<file path="config.mk">
export PLATFORM = sky130hd
export DESIGN_NAME = prd_dma_engine
export DESIGN_NICKNAME = d
export VERILOG_FILES = /design/src/rtl/prd_dma_pkg.sv /design/src/rtl/prd_desc_decode.sv /design/src/rtl/prd_chunk_sizer.sv /design/src/rtl/prd_walk_guard.sv /design/src/rtl/prd_dma_engine.sv
export SDC_FILE = /design/constraint.sdc
export NUM_CORES = 1
export LEC_CHECK = 0
export BUFFER_PORTS_ARGS = -buffer_cell sky130_fd_sc_hd__buf_2
export CORE_MARGIN = 4
export CORE_UTILIZATION = 50
export CTS_CLUSTER_SIZE = 28
export DETAILED_ROUTE_END_ITERATION = 7
export PLACE_DENSITY = 0.72
export SYNTH_ARGS = -nofsm -noshare
export SYNTH_HDL_FRONTEND = slang
export SYNTH_HIERARCHICAL = 1
export SYNTH_SLANG_ARGS = --single-unit
</file>
<file path="constraint.sdc">
create_clock -name clk -period 5.7 [get_ports clk]
set_input_delay 0.285 -clock clk [delete_from_list [all_inputs] [get_ports clk]]
set_output_delay 0.285 -clock clk [all_outputs]
set_load 0.1 [all_outputs]
</file>
<file path="src/rtl/prd_dma_pkg.sv">
package prd_dma_pkg;
  localparam int PRD_ADDR_W = 32;
  localparam int PRD_LEN_W  = 17;   // up to 65536
  localparam int PRD_BYTES  = 8;

  typedef enum logic [1:0] {
    ST_IDLE  = 2'd0,
    ST_CHECK = 2'd1,
    ST_FETCH = 2'd2,
    ST_MOVE  = 2'd3
  } walk_state_t;

  typedef struct packed {
    logic [PRD_ADDR_W-1:0] addr;
    logic [PRD_LEN_W-1:0]  len;
    logic                  last;
  } region_t;
endpackage

</file>
<file path="src/rtl/prd_desc_decode.sv">
module prd_desc_decode
  import prd_dma_pkg::*;
(
  input  logic [63:0] raw,
  output region_t     region
);
  logic [15:0] even_len;
  logic        unused_flags;

  assign even_len     = {raw[47:33], 1'b0};
  assign unused_flags = ^raw[62:48];

  always_comb begin
    region.addr = raw[31:0];
    region.last = raw[63];
    if (even_len == 16'd0) region.len = PRD_LEN_W'(17'h10000);
    else                   region.len = PRD_LEN_W'(even_len);
  end
endmodule

</file>
<file path="src/rtl/prd_chunk_sizer.sv">
module prd_chunk_sizer #(
  parameter int BUF_W = 18,
  parameter int LEN_W = 17
) (
  input  logic [BUF_W-1:0] buf_left,
  input  logic [LEN_W-1:0] region_left,
  output logic [LEN_W-1:0] chunk
);
  localparam int CW = (BUF_W > LEN_W) ? BUF_W : LEN_W;
  logic [CW-1:0] a, b;

  always_comb begin
    a     = CW'(buf_left);
    b     = CW'(region_left);
    chunk = LEN_W'((a < b) ? a : b);
  end
endmodule

</file>
<file path="src/rtl/prd_walk_guard.sv">
module prd_walk_guard #(
  parameter int ADDR_W     = 32,
  parameter int LEN_W      = 17,
  parameter int PAGE_BYTES = 4096
) (
  input  logic [ADDR_W-1:0] fetch_ptr,
  input  logic [ADDR_W-1:0] base,
  input  logic [LEN_W-1:0]  region_left,
  input  logic              last_seen,
  output logic              region_empty,
  output logic              walk_over
);
  logic [ADDR_W-1:0] walked;

  assign walked       = fetch_ptr - base;
  assign region_empty = (region_left == '0);
  assign walk_over    = last_seen || (walked >= ADDR_W'(PAGE_BYTES));
endmodule

</file>
<file path="src/rtl/prd_dma_engine.sv">
module prd_dma_engine
  import prd_dma_pkg::*;
#(
  parameter int BUF_W      = 18,
  parameter int PAGE_BYTES = 4096
) (
  input  logic                  clk,
  input  logic                  rst,
  input  logic                  start,
  input  logic                  restart,
  input  logic                  dir_to_mem,
  input  logic [PRD_ADDR_W-1:0] tbl_base,
  input  logic [BUF_W-1:0]      buf_size,
  output logic                  desc_rd_valid,
  output logic [PRD_ADDR_W-1:0] desc_rd_addr,
  input  logic                  desc_rd_ready,
  input  logic [63:0]           desc_rd_data,
  output logic                  xfer_valid,
  output logic                  xfer_write,
  output logic [PRD_ADDR_W-1:0] xfer_addr,
  output logic [PRD_LEN_W-1:0]  xfer_len,
  output logic [BUF_W-1:0]      xfer_buf_idx,
  input  logic                  xfer_ready,
  output logic                  busy,
  output logic                  done,
  output logic                  res_buf_done,
  output logic                  res_tbl_end
);
  walk_state_t           state;
  logic [PRD_ADDR_W-1:0] base_q, fetch_ptr;
  region_t               cur;
  logic [BUF_W-1:0]      size_q, idx_q, buf_left;
  logic                  write_q;

  region_t               fetched;
  logic [PRD_LEN_W-1:0]  chunk;
  logic                  region_empty, walk_over;

  assign buf_left = size_q - idx_q;

  prd_desc_decode u_decode (
    .raw    (desc_rd_data),
    .region (fetched)
  );

  prd_chunk_sizer #(.BUF_W(BUF_W), .LEN_W(PRD_LEN_W)) u_sizer (
    .buf_left    (buf_left),
    .region_left (cur.len),
    .chunk       (chunk)
  );

  prd_walk_guard #(.ADDR_W(PRD_ADDR_W), .LEN_W(PRD_LEN_W),
                   .PAGE_BYTES(PAGE_BYTES)) u_guard (
    .fetch_ptr    (fetch_ptr),
    .base         (base_q),
    .region_left  (cur.len),
    .last_seen    (cur.last),
    .region_empty (region_empty),
    .walk_over    (walk_over)
  );

  always_ff @(posedge clk) begin
    if (rst) begin
      state        <= ST_IDLE;
      base_q       <= '0;
      fetch_ptr    <= '0;
      cur          <= '0;
      size_q       <= '0;
      idx_q        <= '0;
      write_q      <= 1'b0;
      done         <= 1'b0;
      res_buf_done <= 1'b0;
      res_tbl_end  <= 1'b0;
    end else begin
      done <= 1'b0;
      unique case (state)
        ST_IDLE: begin
          if (restart) begin
            base_q    <= tbl_base;
            fetch_ptr <= tbl_base;
          end
          if (start) begin
            state        <= ST_CHECK;
            cur          <= '0;
            size_q       <= buf_size;
            idx_q        <= '0;
            write_q      <= dir_to_mem;
            res_buf_done <= 1'b0;
            res_tbl_end  <= 1'b0;
          end
        end
        ST_CHECK: begin
          if (buf_left == '0) begin
            state        <= ST_IDLE;
            done         <= 1'b1;
            res_buf_done <= 1'b1;
          end else if (region_empty) begin
            if (walk_over) begin
              state       <= ST_IDLE;
              done        <= 1'b1;
              res_tbl_end <= 1'b1;
            end else begin
              state <= ST_FETCH;
            end
          end else begin
            state <= ST_MOVE;
          end
        end
        ST_FETCH: begin
          if (desc_rd_ready) begin
            cur       <= fetched;
            fetch_ptr <= fetch_ptr + PRD_ADDR_W'(PRD_BYTES);
            state     <= ST_CHECK;
          end
        end
        ST_MOVE: begin
          if (xfer_ready) begin
            cur.addr <= cur.addr + PRD_ADDR_W'(chunk);
            cur.len  <= cur.len - chunk;
            idx_q    <= idx_q + BUF_W'(chunk);
            state    <= ST_CHECK;
          end
        end
        default: state <= ST_IDLE;
      endcase
    end
  end

  assign busy          = (state != ST_IDLE);
  assign desc_rd_valid = (state == ST_FETCH);
  assign desc_rd_addr  = fetch_ptr;
  assign xfer_valid    = (state == ST_MOVE);
  assign xfer_write    = write_q;
  assign xfer_addr     = cur.addr;
  assign xfer_len      = chunk;
  assign xfer_buf_idx  = idx_q;
endmodule

</file>
* Word level (Yosys, flattened, before mapping)
Index checks and enable logic that the tools add are counted.
** Word-level totals
- Memory bits (read-only) :: 0
- Memories :: 0
- RAM bits :: 0
- Flip-flop bits (word level) :: 156
- Latch bits :: 0
- Logic and storage cells :: 82
- Bits of input ports :: 121
- Output and inout port bits :: 106
** Operators by class
- Bitwise gates (word level) :: 1
- $add $sub $neg :: 6
- Equal/unequal tests :: 11
- Multiply operators :: 0
- Multiplexer cells :: 30
- Shift operators :: 0
- Reductions and logical operators :: 20
- Div/mod/pow operators :: 0
- Order comparisons :: 2
** Operators with widths (count)
- one-hot mux 49 bit (3 select lines) :: 1
- 2-to-1 mux 50 bit :: 2
- 2-to-1 mux 32 bit :: 2
- one-hot mux 32 bit (2 select lines) :: 1
- 2-to-1 mux 49 bit :: 1
- 2-to-1 mux 18 bit :: 2
- one-hot mux 18 bit (2 select lines) :: 1
- 2-to-1 mux 17 bit :: 2
- adder 32 x 17 -> 32 bit :: 1
- adder 32 x 4 -> 32 bit, second input constant :: 1
- greater-or-equal comparator 32 x 13 -> 1 bit, second input constant :: 1
- subtractor 32 bit :: 1
- adder 18 x 17 -> 18 bit :: 1
- zero test 18 bit :: 1
- < comparator 18 x 17 -> 1 bit :: 1
- subtractor 18 bit :: 1
- zero test 17 bit :: 1
- subtractor 17 bit :: 1
- zero test 16 bit :: 1
- AND reduction 3 bit :: 5
- 2-to-1 mux 2 bit :: 6
- != test 2 bit, second input constant :: 5
- 2-to-1 mux 1 bit :: 8
- one-hot mux 2 bit (4 select lines) :: 1
- 13 further kinds :: 22

* Longest topological paths before layout
Gate-level depths: netlist (run 1).
- Depth after elaboration :: 7
- Depth in mapped cells :: 29
- Mapped depth without buffers :: 28

* Cells and area by module
The synthesis (run 1) kept the hierarchy.
** Modules (own cells, without submodules)
- prd_dma_engine :: cells each 1368, area an instance 10176.0 um^2, seq. area each 3123.0 um^2, instances 1
- prd_walk_guard :: cells each 257, area an instance 1774.2 um^2, seq. area each 0.0 um^2, instances 1
- prd_chunk_sizer :: cells each 72, area an instance 665.6 um^2, seq. area each 0.0 um^2, instances 1
- prd_desc_decode :: cells each 55, area an instance 347.8 um^2, seq. area each 0.0 um^2, instances 1

* Least setup slack after synthesis (run 1)
No wires, ideal clock.
- Path kind :: register -> register
- Start point :: reg idx_q[1] (netlist: xfer_buf_idx[1])
- End point :: reg cur (netlist bit xfer_addr[26])
- Path buffers :: 1
- Library setup time :: 0.093 ns
- Period minus slack after synthesis :: 7.067 ns
- Stages on the path, launching flop included :: 27
- Data arrival time :: 6.975 ns
- Slack :: -1.367 ns
- Required time :: 5.607 ns
- Cell sequence :: dfxtp_1 -> inv_1 -> ha_1 -> nor2b_1 -> o31a_1 -> a211oi_4 -> a21oi_1 -> a311o_1 -> a21oi_1 -> xnor2_1 -> ha_1 -> nand4b_1 -> nor2_1 -> nand4_1 -> o221ai_2 -> mux2_2 -> ha_1 -> fa_1 -> a21o_1 -> a21boi_0 -> o21ai_0 -> o211ai_1 -> a21oi_1 -> clkbuf_1 -> nand3_1 -> a21oi_1 -> o32ai_1
** Between the ends
- Word-level cells in the longest chain between the ends :: 6
** Ends and longest elaborated chain
- from (decl) :: RTL line prd_dma_engine.sv:32 : logic [BUF_W-1:0] size_q, idx_q, buf_left;
- from (signal assigned) :: RTL line prd_dma_engine.sv:120 : idx_q <= idx_q + BUF_W'(chunk);
- subtractor 18 bit :: RTL line prd_dma_engine.sv:39 : assign buf_left = size_q - idx_q;
- named net buf_left[15] :: RTL line prd_dma_engine.sv:32
- < comparator 18 x 17 -> 1 bit :: RTL line prd_chunk_sizer.sv:15 : chunk = LEN_W'((a < b) ? a : b);
- 2-to-1 mux 17 bit :: RTL line prd_chunk_sizer.sv:15
- named net xfer_len[0] :: RTL line prd_dma_engine.sv:21 : output logic [PRD_LEN_W-1:0] xfer_len,
- adder 32 x 17 -> 32 bit :: RTL line prd_dma_engine.sv:118 : cur.addr <= cur.addr + PRD_ADDR_W'(chunk);
- 2-to-1 mux 49 bit :: RTL line prd_dma_engine.sv:117 : if (xfer_ready) begin
- one-hot mux 49 bit (3 select lines) :: RTL line prd_dma_engine.sv:76 : unique case (state)
- to (signal assigned) :: RTL line prd_dma_engine.sv:111 : cur <= fetched;
- to (decl) :: RTL line prd_dma_engine.sv:31 : region_t cur;
The timed path passes the listed nets, and every way through them passes these cells. The select of a mux whose other input is x is not followed.
A chain may end at the register's enable or synchronous reset.

* Worst setup path in the final report (run 1)
- Start point :: reg idx_q[8] (netlist: xfer_buf_idx[8])
- End point :: reg idx_q[16] (netlist: xfer_buf_idx[16])
** Between the ends
- Word-level cells in the longest chain between the ends :: 6
** Ends and longest elaborated chain (RTL line)
- subtractor 18 bit * :: prd_dma_engine.sv:39
- named net buf_left[15] :: prd_dma_engine.sv:32
- < comparator 18 x 17 -> 1 bit :: prd_chunk_sizer.sv:15
- 2-to-1 mux 17 bit * :: prd_chunk_sizer.sv:15
- adder 18 x 17 -> 18 bit * :: prd_dma_engine.sv:120
- 2-to-1 mux 18 bit * :: prd_dma_engine.sv:117
- one-hot mux 18 bit (2 select lines) * :: prd_dma_engine.sv:76
Mark *: on every way through the listed nets, which the timed path passes. The rest lies on a longest branch. The select of a mux whose other input is x is not followed.

==> results_tabular.tex, run 1 <==
\begin{tabular}{lr}
\hline
Metric & Value \\
\hline
\multicolumn{2}{l}{\textbf{Status}} \\
Status & complete, but fails checks \\
Violated checks & negative setup slack \\
\multicolumn{2}{l}{\textbf{Synth}} \\
Flops \& latches, synth & 156 \\
Synth warnings & 6 \\
Ys flop type & sky130\_fd\_sc\_hd\_\_dfxtp\_1 \\
Syn Inst Count & 1752 \\
Combined area of all synthesized cells & 13000 um2 \\
Portion of the post-synthesis area used by sequential elements & 24.1\% \\
Fraction of synthesis flops using an asynchronous set or reset pin & 0\% \\
Count of flip-flops with a built-in enable after synthesis & 0 \\
Net count after synthesis & 1993 \\
Average footprint of a synthesized cell & 7.40 um2 \\
Yosys cell types & 96 \\
\multicolumn{2}{l}{\textbf{Critical path}} \\
End of the worst register-to-register path & xfer\_buf\_idx[16] \\
Critical path buffers and inverters & 2 \\
Cell family with most CP delay & compound AO/OA/AOI/OAI gates \\
Critical path required time & 5.99 ns \\
Reg2reg path depth & 27 \\
Maximum net fanout on the critical path & 5 \\
Critical path's most frequent cell & sky130\_fd\_sc\_hd\_\_a21oi\_2 \\
CP Launch Type & flip-flop \\
Reg-to-reg setup timing slack & -0.09 ns \\
Data arrival, critical path & 6.07 ns \\
Max stage delay on crit path & 0.38 ns \\
Element type at the critical path end & flip-flop \\
Worst flop-to-flop path startpoint & xfer\_buf\_idx[8] \\
Library cell contributing the largest single delay on the critical path & sky130\_fd\_sc\_hd\_\_fa\_2 \\
Type of the setup path with the least slack & flip-flop to flip-flop \\
\multicolumn{2}{l}{\textbf{Timing}} \\
Max\_slew headroom & 23.4\% \\
Tcrit/Tclk final & 101\% \\
Final critical path time including I/O delays and setup & 5.79 ns \\
Pins Over Slew Limit & 0 \\
\# setup viols final & 15 \\
RSZ-0062 raised after global routing & yes \\
Measured slew at the worst slew-check pin & 1.14 ns \\
Worst Setup Slack, final & -0.0854 ns \\
Maximum achievable frequency & 173 MHz \\
Worst clock skew on the final layout & 0.0162 ns \\
Final number of hold-violating endpoints & 0 \\
\multicolumn{2}{l}{\textbf{Final layout}} \\
Post-synthesis to final-layout area growth & 25.7\% \\
Final standard cell count with taps included and fillers excluded & 2321 \\
Fraction of layout instances using a drive strength above 1 & 29.3\% \\
Top library cells by usage in the layout, fill and taps aside & 243 x sky130\_fd\_sc\_hd\_\_nand2\_1, 209 x sky130\_fd\_sc\_hd\_\_buf\_2, 183 x sky130\_fd\_sc\_hd\_\_a21oi\_1 \\
Most common cell after layout, fill and taps aside & sky130\_fd\_sc\_hd\_\_nand2\_1 \\
Number of nets at the end of the flow & 2220 \\
Post-route design area & 16300 um2 \\
FILL cells & 2235 \\
\multicolumn{2}{l}{\textbf{Global routing}} \\
Layer with the highest usage & met2 \\
Number of global-route vias before repair & 12973 \\
Met1 layer usage reported by global route & 39.6\% \\
Final global-route overflow total & 0 \\
Pin count of the biggest net entering global routing & 64 \\
Overall global routing resource usage & 29.1\% \\
Met2 track demand over resource & 46.8\% \\
Number of antenna violations at the first check in global routing & 2 \\
Global-route wire length before repair & 67.9 mm \\
Global Route met3 Usage & 4.67\% \\
\multicolumn{2}{l}{\textbf{Clock tree}} \\
Buffer levels on the longest clock path & 2 \\
Insertion delay to the later sink of the worst-skew pair & 0.43 ns \\
Clock net sink count & 156 \\
Register clock-pin slew on the reported worst setup and hold paths & 0.07 ns \\
CTS Root Cell & sky130\_fd\_sc\_hd\_\_clkbuf\_16 \\
TritonCTS clock tree & done \\
Clock buffer count from CTS & 17 \\
Level count of the clock H-tree & 4 \\
\multicolumn{2}{l}{\textbf{Floorplanning}} \\
Chip Height & 169 um \\
Die Span X & 169 um \\
CORE AREA & 25300 um2 \\
Std-Cell Rows & 58 \\
Die area & 28600 um2 \\
Starting density of the core & 51.2\% \\
Boundary Pins & 227 \\
\multicolumn{2}{l}{\textbf{Placed design}} \\
Number of buffer cells added on primary ports & 210 \\
Placed instance area & 14900 um2 \\
Final GP Congestion & 0.931 \\
Placed wire-length estimate & 31.6 mm \\
Placed Instances & 2270 \\
\multicolumn{2}{l}{\textbf{Power}} \\
Share of power burned in registers & 13.5\% \\
Power Internal & 5410 uW \\
Leakage component of the power & 0.00715 uW \\
Net load switching power & 6070 uW \\
Worst VDD drop & 0.598 mV \\
Share of total power consumed by net switching & 52.8\% \\
Part of the power in combinational logic & 74.8\% \\
Clk pwr share & 11.7\% \\
Power density over cell area & 704 nW/um2 \\
\multicolumn{2}{l}{\textbf{Hold path}} \\
Worst hold path depth & 3 \\
Hold worst-path end & size\_q[2] \\
Worst hold path startpoint & buf\_size[2] \\
Classification of the worst-slack hold path & primary input to flip-flop \\
\multicolumn{2}{l}{\textbf{Route}} \\
Via Count & 13777 \\
DR DRC count & 0 \\
Iteration-0 DRC count of the detailed router & 1219 \\
Average detailed-routed wire length per instance & 18.8 um \\
TritonRoute pass-1 iters & 6 \\
Antenna viol nets, final & 0 \\
Total wire length after detailed routing & 43.7 mm \\
Ratio of routed vias to standard cells & 5.94 \\
\multicolumn{2}{l}{\textbf{Run}} \\
Number of maximum-capacitance constraint violations & 0 \\
\hline
\end{tabular}
[how the worst max path moves through the flow]
stage | startpoint | end | slack (ns) | depth (start not counted)
after detailed placement | size_q[0] | xfer_addr[30] | -0.28 | 29
final | xfer_buf_idx[8] | xfer_buf_idx[16] | -0.09 | 27
after global routing | xfer_buf_idx[1] | cur[17] | -0.33 | 28
after global placement | size_q[0] | cur[16] | -0.16 | 27
after CTS | size_q[0] | cur[16] | -0.005 | 29
after floorplan | xfer_buf_idx[1] | cur[16] | -0.30 | 26
[per-stage QoR]
stage	utilization [%]	total power [uW]	hold slack [ns]	TNS (ns)	setup slack [ns]
finish	64.3	11500	0.0823	-0.664	-0.0854
global route	64.3	12200	0.0893	-7.39	-0.334
CTS	62.2	10900	0.0767	-0.0102	-0.00532
detailed placement	59.0	9440	0.447	-5.51	-0.275
global placement	59.0	9310	0.439	-2.12	-0.162
floorplan	-	7420	0.421	-4.57	-0.301
[power by group through the flow]
stage	Combinational, uW	Clock [uW]	Sequential, uW
after floorplan	5430	0	1990
after global placement	7760	0	1550
after detailed placement	7890	0	1560
after CTS	8040	1350	1540
after global routing	9210	1400	1580
final	8590	1350	1550
[registers in the layout (all words and copies together), names as in the netlist]
name          count
base_q           32
desc_rd_addr     32
xfer_addr        32
cur              18
size_q           18
xfer_buf_idx     18
state             2
done              1
res_buf_done      1
res_tbl_end       1
xfer_write        1
[cell usage after synthesis (8+ instances only)]
| cell type | count | share of area, % |
|---|---|---|
| sky130_fd_sc_hd__nand3_1 | 52 | 2.0 |
| sky130_fd_sc_hd__o21bai_1 | 9 | 0.52 |
| sky130_fd_sc_hd__nor4_1 | 19 | 0.92 |
| sky130_fd_sc_hd__dfxtp_1 | 156 | 24 |
| sky130_fd_sc_hd__xnor2_1 | 39 | 2.6 |
| sky130_fd_sc_hd__a21oi_1 | 209 | 8.1 |
| sky130_fd_sc_hd__ha_1 | 115 | 11 |
| sky130_fd_sc_hd__a221oi_1 | 8 | 0.54 |
| sky130_fd_sc_hd__a31oi_1 | 23 | 1.1 |
| sky130_fd_sc_hd__nor2_1 | 133 | 3.9 |
| sky130_fd_sc_hd__mux2_2 | 15 | 1.3 |
| sky130_fd_sc_hd__and3_1 | 15 | 0.72 |
| sky130_fd_sc_hd__mux2_4 | 10 | 1.2 |
| sky130_fd_sc_hd__a22oi_1 | 15 | 0.87 |
| sky130_fd_sc_hd__nand4_1 | 25 | 1.2 |
| sky130_fd_sc_hd__o31ai_1 | 10 | 0.58 |
| sky130_fd_sc_hd__o211ai_1 | 13 | 0.75 |
| sky130_fd_sc_hd__and2_1 | 10 | 0.48 |
| sky130_fd_sc_hd__a211oi_1 | 22 | 1.3 |
| sky130_fd_sc_hd__o21ai_1 | 10 | 0.39 |
| sky130_fd_sc_hd__nor2b_1 | 12 | 0.58 |
| sky130_fd_sc_hd__clkbuf_1 | 83 | 2.4 |
| sky130_fd_sc_hd__o21a_1 | 18 | 1.0 |
| sky130_fd_sc_hd__o21ai_0 | 73 | 2.8 |
| sky130_fd_sc_hd__a21o_1 | 33 | 1.9 |
| sky130_fd_sc_hd__buf_4 | 68 | 3.9 |
| sky130_fd_sc_hd__inv_1 | 109 | 3.2 |
| sky130_fd_sc_hd__nand2b_1 | 8 | 0.39 |
| sky130_fd_sc_hd__nand2_1 | 247 | 7.2 |
| sky130_fd_sc_hd__xor2_1 | 26 | 1.8 |
| sky130_fd_sc_hd__nor3_1 | 36 | 1.4 |
[area by class of cell]
cell class              instances  area, um2  area share, %
multi-input cells            1328       9340           57.3
clock inverters                11        205           1.26
well taps                     330        413           2.53
inverters                     112        435           2.67
clock buffers                  19        464           2.85
repair buffers                364       2270           13.9
flip-flops and latches        156       3170           19.4
diodes                          1       2.50         0.0154
[worst register-to-register path, cell delays in order (launching register included)]
cell	delay, ns
sky130_fd_sc_hd__dfxtp_4	0.35
sky130_fd_sc_hd__inv_1	0.06
sky130_fd_sc_hd__ha_4	0.26
sky130_fd_sc_hd__and3_1	0.19
sky130_fd_sc_hd__and3_4	0.20
sky130_fd_sc_hd__a211oi_4	0.29
sky130_fd_sc_hd__a21oi_2	0.10
sky130_fd_sc_hd__a311o_1	0.29
sky130_fd_sc_hd__a21oi_2	0.18
sky130_fd_sc_hd__xnor2_2	0.14
sky130_fd_sc_hd__ha_1	0.27
sky130_fd_sc_hd__a21oi_1	0.16
sky130_fd_sc_hd__nor2b_1	0.11
sky130_fd_sc_hd__a2111oi_4	0.37
sky130_fd_sc_hd__o221ai_4	0.18
sky130_fd_sc_hd__buf_12	0.17
sky130_fd_sc_hd__mux2_4	0.35
sky130_fd_sc_hd__ha_4	0.18
sky130_fd_sc_hd__fa_2	0.38
sky130_fd_sc_hd__a21o_1	0.18
sky130_fd_sc_hd__a21oi_2	0.14
sky130_fd_sc_hd__o21bai_1	0.08
sky130_fd_sc_hd__a21o_1	0.20
sky130_fd_sc_hd__a211oi_2	0.24
sky130_fd_sc_hd__o21ai_1	0.14
sky130_fd_sc_hd__a31oi_1	0.22
sky130_fd_sc_hd__xor2_1	0.16
sky130_fd_sc_hd__o21ai_1	0.06
[routing by layer]
layer | vias to the layer above | share of wire [%] | wire (um)
li1 | 6631 | - | -
met1 | 6493 | 44 | 19300
met2 | 560 | 46 | 20000
met3 | 91 | 7.0 | 3040
met4 | 2 | 3.2 | 1390
met5 | - | 0.030 | 13
[kinds of logic (layout without fill, tap and decap cells)]
family	count (synthesis)	count (layout)	synth area share, %
xor+xnor	65	65	4.39
mux	30	30	2.85
fa+ha+maj	120	120	11.9
simple gates	594	594	21.1
buf+inv	268	506	9.79
compound gates	518	518	25.8
flops	156	156	24.1
other cells	1	2	0.0289
[what timing repair did]
item                                   CTS  global route
gates cloned                             1             0
endpoints found under the hold margin    0             0
setup endpoints to repair               39            48
buffers inserted                        10            12
pin swaps                               23            61
gates resized for setup                 19            96
hold buffers                             0             0
Note: power is estimated with default switching activity, not from simulation.
==> run 2: changes to the inputs <==
==> constraint.sdc (replaced) <==
create_clock -name clk -period 5.7 [get_ports clk]
set_input_delay 0.855 -clock clk [delete_from_list [all_inputs] [get_ports clk]]
set_output_delay 0.855 -clock clk [all_outputs]
set_load 0.1 [all_outputs]
==> run 2 against run 1 <==
Net effect:
- cell area increased by 0.42%
- largest power group unchanged
- critical endpoint is now xfer_addr[20]
- total power barely moved
- the flow still finishes with violations (negative setup slack)
- sequential power hardly changed
- highest routed layer unchanged
- sequential share of layout area is 0.066 points lower
- die area unchanged
- critical path type unchanged
- combinational power up 2%
==> results_tabular.tex, run 2 (synthesized netlist as in run 1, its figures left out) <==
\begin{tabular}{lr}
\hline
Metric & Value \\
\hline
\multicolumn{2}{l}{\textbf{Status}} \\
Status & complete, but fails checks \\
Violated checks & negative setup slack \\
\multicolumn{2}{l}{\textbf{Critical path}} \\
Max stage delay on crit path & 0.39 ns \\
Worst flop-to-flop path startpoint & xfer\_buf\_idx[1] \\
End of the worst register-to-register path & xfer\_addr[20] \\
Maximum net fanout on the critical path & 5 \\
Type of the setup path with the least slack & flip-flop to flip-flop \\
Critical path required time & 5.98 ns \\
Element type at the critical path end & flip-flop \\
Library cell contributing the largest single delay on the critical path & sky130\_fd\_sc\_hd\_\_a2111oi\_4 \\
Reg-to-reg setup timing slack & -0.20 ns \\
Critical path's most frequent cell & sky130\_fd\_sc\_hd\_\_a21oi\_2 \\
Launching element of the worst setup path & xfer\_buf\_idx[1] \\
Reg2reg path depth & 28 \\
CP Launch Type & flip-flop \\
Capturing element of the worst setup path & xfer\_addr[20] \\
Data arrival, critical path & 6.19 ns \\
\multicolumn{2}{l}{\textbf{Hold path}} \\
Classification of the worst-slack hold path & flip-flop to flip-flop \\
\multicolumn{2}{l}{\textbf{Timing}} \\
Pins Over Slew Limit & 0 \\
Maximum achievable frequency & 169 MHz \\
Max\_slew headroom & 24.4\% \\
RSZ-0062 raised after global routing & yes \\
Worst Setup Slack, final & -0.202 ns \\
Total Negative Setup Slacks & -2.39 ns \\
Measured slew at the worst slew-check pin & 1.13 ns \\
Final critical path time including I/O delays and setup & 5.90 ns \\
Worst clock skew on the final layout & 0.0119 ns \\
\# setup viols final & 24 \\
Tcrit/Tclk final & 104\% \\
Final number of hold-violating endpoints & 0 \\
\multicolumn{2}{l}{\textbf{Route}} \\
Ratio of routed vias to standard cells & 5.94 \\
Via Count & 13899 \\
Average detailed-routed wire length per instance & 18.5 um \\
DR DRC count & 0 \\
Antenna viol nets, final & 0 \\
Iteration-0 DRC count of the detailed router & 1166 \\
Total wire length after detailed routing & 43.3 mm \\
TritonRoute pass-1 iters & 6 \\
\multicolumn{2}{l}{\textbf{Power}} \\
Part of the power in combinational logic & 76.5\% \\
Power Internal & 5410 uW \\
Share of power burned in registers & 13.5\% \\
Share of total power consumed by net switching & 52.9\% \\
Power density over cell area & 701 nW/um2 \\
Worst VDD drop & 0.983 mV \\
Leakage component of the power & 0.00715 uW \\
Net load switching power & 6070 uW \\
Clk pwr share & 10.0\% \\
\multicolumn{2}{l}{\textbf{Clock tree}} \\
Level count of the clock H-tree & 4 \\
Buffer levels on the longest clock path & 2 \\
Insertion delay to the later sink of the worst-skew pair & 0.44 ns \\
Clock net sink count & 156 \\
Register clock-pin slew on the reported worst setup and hold paths & 0.07 ns \\
Cts hold-fix bufs & 0 \\
Clock buffer count from CTS & 17 \\
CTS Root Cell & sky130\_fd\_sc\_hd\_\_clkbuf\_16 \\
TritonCTS clock tree & done \\
\multicolumn{2}{l}{\textbf{Run}} \\
Number of maximum-capacitance constraint violations & 0 \\
\multicolumn{2}{l}{\textbf{Placed design}} \\
Setup slack after placement & -0.400 ns \\
Final GP Congestion & 0.909 \\
Number of buffer cells added on primary ports & 210 \\
Placed wire-length estimate & 31.3 mm \\
Placed Instances & 2280 \\
\multicolumn{2}{l}{\textbf{Final layout}} \\
Most common cell after layout, fill and taps aside & sky130\_fd\_sc\_hd\_\_nand2\_1 \\
Fraction of layout instances using a drive strength above 1 & 29.6\% \\
Top library cells by usage in the layout, fill and taps aside & 243 x sky130\_fd\_sc\_hd\_\_nand2\_1, 201 x sky130\_fd\_sc\_hd\_\_buf\_2, 182 x sky130\_fd\_sc\_hd\_\_a21oi\_1 \\
Post-synthesis to final-layout area growth & 26.2\% \\
Final standard cell count with taps included and fillers excluded & 2338 \\
Number of nets at the end of the flow & 2237 \\
FILL cells & 2197 \\
\multicolumn{2}{l}{\textbf{Global routing}} \\
Pin count of the biggest net entering global routing & 74 \\
Global-route wire length before repair & 67.7 mm \\
Overall global routing resource usage & 29.0\% \\
Final global-route overflow total & 0 \\
Number of global-route vias before repair & 12954 \\
Number of antenna violations at the first check in global routing & 5 \\
\multicolumn{2}{l}{\textbf{Floorplanning}} \\
Die Span X & 169 um \\
Std-Cell Rows & 58 \\
Boundary Pins & 227 \\
CORE AREA & 25300 um2 \\
Chip Height & 169 um \\
Die area & 28600 um2 \\
Starting density of the core & 51.2\% \\
\hline
\end{tabular}
## run 2: metal layers
layer	track usage [%]	share of wire, %	up-vias
met2	47.4	46	584
met3	5.67	7.3	88
met5	0	0.081	-
met1	38.9	44	6547
li1	-	-	6672
met4	8.75	2.7	8
## run 2: worst min path at each step
stage | start | to | cells past startpoint
4_1_cts | xfer_write | xfer_write | 2
6_report | xfer_write | xfer_write | 2
2_1_floorplan | base_q[10] | base_q[10] | 2
3_5_place_dp | xfer_write | xfer_write | 2
5_1_grt | xfer_write | xfer_write | 2
3_3_place_gp | xfer_write | xfer_write | 2
## run 2: critical path, delay by kind of cell (launching register included)
kind / cells / cell delay, ns
buffers and inverters: 4 / 0.53
adders and majority gates: 4 / 1.03
and+or+nand+nor: 4 / 0.43
muxes: 1 / 0.35
xor gates and xnor gates: 1 / 0.10
AOI/OAI and AO/OA: 14 / 2.96
DFF: 1 / 0.35
## run 2: cell type report
type	count	area (um2)	share of cell area [%]
antenna	1	2.50	0.0153
clock inverter	9	115	0.703
sequential	156	3170	19.4
inverter	112	423	2.58
tap	330	413	2.52
timing repair buffer	381	2470	15.1
multi-input combinational	1328	9320	56.9
clock buffer	21	450	2.75
## run 2: power by group through the flow
stage / Combinational [uW] / Sequential [uW] / Clock, uW
after floorplan: 5430 / 1990 / 0
after global placement: 7960 / 1550 / 0
after detailed placement: 8080 / 1550 / 0
after CTS: 8290 / 1530 / 1160
after global routing: 9390 / 1580 / 1200
final: 8780 / 1540 / 1150
## run 2: stage by stage
step,total power (uW),hold slack [ns],utilization [%],area [um2]
after floorplan,7420,0.436,-,13300
after global placement,9510,0.441,59.5,15100
after detailed placement,9640,0.444,59.5,15100
after CTS,11000,0.452,62.7,15900
after global routing,12200,0.470,64.6,16400
final,11500,0.451,64.6,16400
## run 2: repair_timing
item / 4_1_cts / 5_1_grt
endpoints found under the setup margin: 59 / 56
gates resized for setup: 31 / 83
buffers inserted: 11 / 16
pin swaps: 22 / 59
cloned: 1 / 0
